$ cat src/rtl/flash_erase_seq.sv
module flash_erase_seq #(
  parameter int BLK_SHIFT  = 18,
  parameter int POLL_LIMIT = 4096
) (
  input  logic        clk,
  input  logic        rst_n,
  input  logic        start,
  input  logic [31:0] start_addr,
  input  logic [31:0] length,
  output logic        busy,
  output logic        done,
  output logic        err,
  output logic        err_timeout,
  output logic [31:0] err_offset,
  output logic        bus_req,
  output logic        bus_we,
  output logic [31:0] bus_addr,
  output logic [31:0] bus_wdata,
  input  logic        bus_ack,
  input  logic [31:0] bus_rdata
);
  localparam logic [31:0] BLK_SIZE = 32'd1 << BLK_SHIFT;
  localparam logic [31:0] BLK_MASK = BLK_SIZE - 32'd1;
  localparam int          PW       = $clog2(POLL_LIMIT + 1);
  localparam logic [31:0] CMD_CLR  = 32'h0050_0050;
  localparam logic [31:0] CMD_ERS  = 32'h0020_0020;
  localparam logic [31:0] CMD_CNF  = 32'h00D0_00D0;
  localparam logic [31:0] CMD_RD   = 32'h00FF_00FF;
  localparam logic [31:0] RDY_MASK = 32'h0080_0080;
  localparam logic [31:0] ERR_MASK = 32'h0020_0020;

  typedef enum logic [2:0] {S_IDLE, S_CLR0, S_SETUP, S_CONF, S_POLL, S_CLR1, S_READ} st_t;

  st_t         state;
  logic [31:0] cur, org, left, stat_q;
  logic [PW-1:0] poll_cnt;
  logic        tmo_q;

  wire [31:0] base_in = start_addr & ~BLK_MASK;
  wire [31:0] end_up  = (start_addr + length + BLK_MASK) & ~BLK_MASK;
  wire [31:0] nblk_in = (end_up - base_in) >> BLK_SHIFT;
  wire        xfer    = bus_req & bus_ack;
  wire        ready   = (bus_rdata & RDY_MASK) == RDY_MASK;
  wire        failed  = tmo_q | ((stat_q & ERR_MASK) != 32'd0);

  assign busy     = state != S_IDLE;
  assign bus_req  = busy;
  assign bus_we   = state != S_POLL;
  assign bus_addr = cur;

  always_comb begin
    case (state)
      S_CLR0, S_CLR1: bus_wdata = CMD_CLR;
      S_SETUP:        bus_wdata = CMD_ERS;
      S_CONF:         bus_wdata = CMD_CNF;
      S_READ:         bus_wdata = CMD_RD;
      default:        bus_wdata = 32'd0;
    endcase
  end

  always_ff @(posedge clk) begin
    if (!rst_n) begin
      state       <= S_IDLE;
      cur         <= '0;
      org         <= '0;
      left        <= '0;
      stat_q      <= '0;
      poll_cnt    <= '0;
      tmo_q       <= 1'b0;
      done        <= 1'b0;
      err         <= 1'b0;
      err_timeout <= 1'b0;
      err_offset  <= '0;
    end else begin
      done <= 1'b0;
      err  <= 1'b0;
      case (state)
        S_IDLE: if (start) begin
          org         <= start_addr;
          cur         <= base_in;
          left        <= nblk_in;
          err_timeout <= 1'b0;
          err_offset  <= '0;
          state       <= S_CLR0;
        end
        S_CLR0: if (xfer) begin
          if (left == 32'd0) begin
            done  <= 1'b1;
            state <= S_IDLE;
          end else begin
            state <= S_SETUP;
          end
        end
        S_SETUP: if (xfer) begin
          poll_cnt <= '0;
          state    <= S_CONF;
        end
        S_CONF: if (xfer) state <= S_POLL;
        S_POLL: if (xfer) begin
          if (ready) begin
            stat_q <= bus_rdata;
            tmo_q  <= 1'b0;
            state  <= S_CLR1;
          end else if (poll_cnt == PW'(POLL_LIMIT - 1)) begin
            stat_q <= '0;
            tmo_q  <= 1'b1;
            state  <= S_CLR1;
          end else begin
            poll_cnt <= poll_cnt + 1'b1;
          end
        end
        S_CLR1: if (xfer) state <= S_READ;
        S_READ: if (xfer) begin
          if (failed) begin
            err         <= 1'b1;
            err_timeout <= tmo_q;
            err_offset  <= cur - org + 32'd1;
            state       <= S_IDLE;
          end else if (left == 32'd1) begin
            done  <= 1'b1;
            state <= S_IDLE;
          end else begin
            cur   <= cur + BLK_SIZE;
            left  <= left - 32'd1;
            state <= S_SETUP;
          end
        end
        default: state <= S_IDLE;
      endcase
    end
  end

  a_r9_hold_req: assert property (@(posedge clk) disable iff (!rst_n)
    bus_req && !bus_ack |=> bus_req && $stable(bus_addr) && $stable(bus_wdata) && $stable(bus_we));
  a_r7_done_err_excl: assert property (@(posedge clk) disable iff (!rst_n)
    !(done && err));
  a_r10_idle_at_end: assert property (@(posedge clk) disable iff (!rst_n)
    (done || err) |-> !busy);
  a_r10_busy_from_start: assert property (@(posedge clk) disable iff (!rst_n)
    $rose(busy) |-> $past(start));
  a_r2_block_aligned: assert property (@(posedge clk) disable iff (!rst_n)
    bus_req |-> (bus_addr & BLK_MASK) == 32'd0);
  a_r4_dup_halves: assert property (@(posedge clk) disable iff (!rst_n)
    bus_req && bus_we |-> bus_wdata[31:16] == bus_wdata[15:0]);
  a_r8_timeout_with_err: assert property (@(posedge clk) disable iff (!rst_n)
    $rose(err_timeout) |-> err);
endmodule

$ cat config.mk
export PLATFORM = sky130hd
export DESIGN_NAME = flash_erase_seq
export DESIGN_NICKNAME = d
export VERILOG_FILES = /design/src/rtl/flash_erase_seq.sv
export SDC_FILE = /design/constraint.sdc
export NUM_CORES = 1
export LEC_CHECK = 0
export CAP_MARGIN = 20
export CORE_MARGIN = 10
export CORE_UTILIZATION = 29
export CTS_CLUSTER_SIZE = 16
export DETAILED_ROUTE_END_ITERATION = 12
export DONT_BUFFER_PORTS = 1
export PLACE_DENSITY = 0.48
export SLEW_MARGIN = 20
export SYNTH_ARGS = -nofsm -noshare
export SYNTH_HDL_FRONTEND = slang
export SYNTH_SLANG_ARGS = --single-unit
$ cat constraint.sdc
create_clock -name clk -period 6 [get_ports clk]
set_clock_uncertainty 0.05 [all_clocks]
set_input_delay 1.8 -clock clk [delete_from_list [all_inputs] [get_ports clk]]
set_output_delay 1.8 -clock clk [all_outputs]
set_load 0.01 [all_outputs]
==> flow_metrics.env <==
export IMPL_crit_end="left[13]"
export IMPL_regArea_mm2=0.00264
export IMPL_clk_path_buf_depth=2
export IMPL_yosys_top_cells_count="139 x nand2_1, 137 x inv_1, 132 x dfxtp_1"
export IMPL_critical_path_peak_fanout=3
export IMPL_syn_avg_cell_area_um2=7.58
export IMPL_io_buffers=0
export IMPL_maxSlewViolCount=0
export IMPL_whs_ns=0.403
export IMPL_diodes=0
export IMPL_antenna_found_initial=0
export IMPL_crit_chain="inv_1, ha_1, inv_1, ha_1, nor3_1, o21ai_0, a31oi_2, a21oi_1, o211ai_1, and3_1, mux2i_1, a2111o_1, ha_1, nor2b_1, o31a_1, o41ai_1, buf_4, buf_4, a211o_1, nand2_1, a311oi_1, nand2b_1, o221ai_1"
export IMPL_period_share=0.954
export IMPL_rrSetupSlack_ns=2.04
export IMPL_cap_viol_max_count=0
export IMPL_hold_buffers=0
export IMPL_grtUsageTotal=0.134
export IMPL_fin_setup_tns_ns=0
export IMPL_min_path_type="reg2reg"
export IMPL_ioPinCount=202
export IMPL_slowest_delay_ns=0.41
export IMPL_r2r_start="state[0]"
export IMPL_placed_area_mm2=0.0105
export IMPL_crit_path_top_delay_cell="a2111o_1"
export IMPL_cp_common_cell="ha_1"
export IMPL_cp_top_family="compound AO/OA/AOI/OAI gates"
export IMPL_yosysTopAreaCell="dfxtp_1"
export IMPL_drt_wl_total_mm=28.6
export IMPL_final_hold_violation_count=0
export IMPL_cts_buffers=17
export IMPL_clk_latency_ns=0.43
export IMPL_areaGrowthSynthToFinish_pct=10.2
export IMPL_path_buf_inv=4
export IMPL_dieArea_mm2=0.0427
export IMPL_status="completed"
export IMPL_routedWlPerCell_um=15.9
export IMPL_worstReg2RegEnd="left[25]"
export IMPL_rr_worst_depth=11
export IMPL_fin_area_mm2=0.0111
export IMPL_rows=68
export IMPL_cp_num_cells=23
export IMPL_synth_warnings=0
export IMPL_rsz0062_at_grt="false"
export IMPL_die_w_um=207
export IMPL_multi_input_area_mm2=0.00662
export IMPL_max_freq_mhz=175
export IMPL_nFillCells=3751
export IMPL_start_kind="input pin"
export IMPL_post_cts_setup_buffers=0
export IMPL_worstMarginPinSlew_ns=0.682
export IMPL_drt_initial_drc_count=421
export IMPL_vias=8842
export IMPL_grt_max_degree=54
export IMPL_ys_seq_elements=132
export IMPL_p_total_w=0.00430
export IMPL_grt_pass1_wl_mm=45.4
export IMPL_ys_async_sr_fraction=0
export IMPL_cts_sinks=132
export IMPL_critPathKind="in2reg"
export IMPL_grt_pass1_vias=8700
export IMPL_viasPerCell=4.91
export IMPL_drc=0
export IMPL_crit_start="start_addr[4]"
export IMPL_crit_arrival_ns=5.96
export IMPL_synth_top_cells_by_area="dfxtp_1 26%, ha_1 15%, a21oi_1 6.0%"
export IMPL_htreeDepth=4
export IMPL_setup_viol=0
export IMPL_coreArea_mm2=0.0345
export IMPL_netlist_area_mm2=0.0101
export IMPL_synth_most_common_cell="nand2_1"
export IMPL_synth_edf_count=0
export IMPL_maxSlewHeadroom=0.539
export IMPL_peakVddDrop_v=0.000192
export IMPL_ant_nets=0
export IMPL_p_leak_nw=4.78
export IMPL_yosysSeqAreaShare=0.261
export IMPL_end_kind="register"
export IMPL_cts_clk_slew_worst_paths_ns=0.06
export IMPL_cp_required_ns=6.24
export IMPL_globalRoute_totalOverflow=0
export IMPL_nNetsFinal=1555
export IMPL_synth_top_area_share=0.261
export IMPL_finalCriticalPeriod_ns=5.73
export IMPL_synthDistinctLibCells=76
export IMPL_start_util=0.293
export IMPL_ys_flop_type="dfxtp_1"
export IMPL_first_pass_iters=5
export IMPL_cts_root_buffer="clkbuf_16"
export IMPL_cts_tree="yes"
export IMPL_cts_resized_gates=0
export IMPL_synth_cells=1333
export IMPL_dieHeight_um=207
export IMPL_drive_above_1_share=0.0579
export IMPL_power_density_mw_per_mm2=386
export IMPL_place_detailed_hpwl_mm=22.5
export IMPL_place_congestion=0.845
[power by group]
group          internal, W  total [W]  switching, W
logic             0.000828    0.00205       0.00122
registers          0.00100    0.00117      0.000168
clock network     0.000678    0.00108      0.000402
total              0.00251    0.00430       0.00179
[cell usage in the layout, fill, tap and decap left out, drive strengths merged, types with 20 or more instances in the layout]
cell | Yosys | layout
nor2 | 108 | 108
a22oi | 21 | 21
ha | 119 | 119
dfxtp | 132 | 132
xnor2 | 39 | 39
a21oi | 122 | 122
nand2 | 139 | 139
a21o | 25 | 25
buf | 57 | 24
nand3 | 33 | 33
inv | 139 | 139
conb | 1 | 51
clkbuf | 35 | 25
nor3 | 34 | 34
xor2 | 23 | 23
and3 | 20 | 20
o21ai | 84 | 84
[worst min path at each step]
stage	startpoint	end	slack, ns	depth (start not counted)
floorplan	org[10]	org[10]	0.39	2
global placement	org[6]	org[6]	0.40	2
detailed placement	org[18]	org[18]	0.40	2
CTS	org[18]	org[18]	0.41	2
global route	org[12]	org[12]	0.42	2
finish	org[15]	org[15]	0.40	2
[worst min-delay path: stages (launching register included)]
cell     delay (ns)
dfxtp_1        0.31
nand2_1        0.05
a21oi_1        0.05
[metal layers]
layer  GRT usage  routed length [µm]  share of wire  up-vias
li1            -                   -              -     4584
met5           0                   0              0        -
met3      0.0584                2520          0.088       17
met4      0.0271                 274         0.0096        0
met1       0.151               12100           0.42     4070
met2       0.229               13700           0.48      171
[sequential cells by signal, summed over array words and instances (netlist names)]
register	flops
tmo_q	1
left	32
err_timeout	1
err	1
state	3
stat_q	2
done	1
poll_cnt	13
org	32
bus_addr	14
err_offset	32
[logic make-up (layout without fill, tap and decap cells)]
logic type,after synthesis,in the layout,share of synthesized area
AOI/OAI and AO/OA,355,355,0.224
muxes,3,3,0.00297
other,1,51,0.000371
xor gates and xnor gates,62,62,0.0537
adders and majority gates,121,121,0.151
buffers and inverters,231,195,0.105
DFF,132,132,0.261
and+or+nand+nor,428,428,0.202
[through the flow]
step           utilization  setup WS (ns)  cells
2_1_floorplan            -          0.260   1383
3_3_place_gp         0.305         -0.222   1770
3_5_place_dp         0.305         -0.312   1770
4_1_cts              0.323          0.117   1802
5_1_grt              0.323        0.00901   1802
6_report             0.323          0.275   1802
[layout make-up]
type,count,share of cell area
multi-input cells,1020,0.594
flip-flops and latches,132,0.237
well taps,455,0.0511
inverters,139,0.0468
clock buffers,25,0.0463
repair buffers,24,0.0162
clock inverters,7,0.00842
Power figures use the tool's default switching activity.
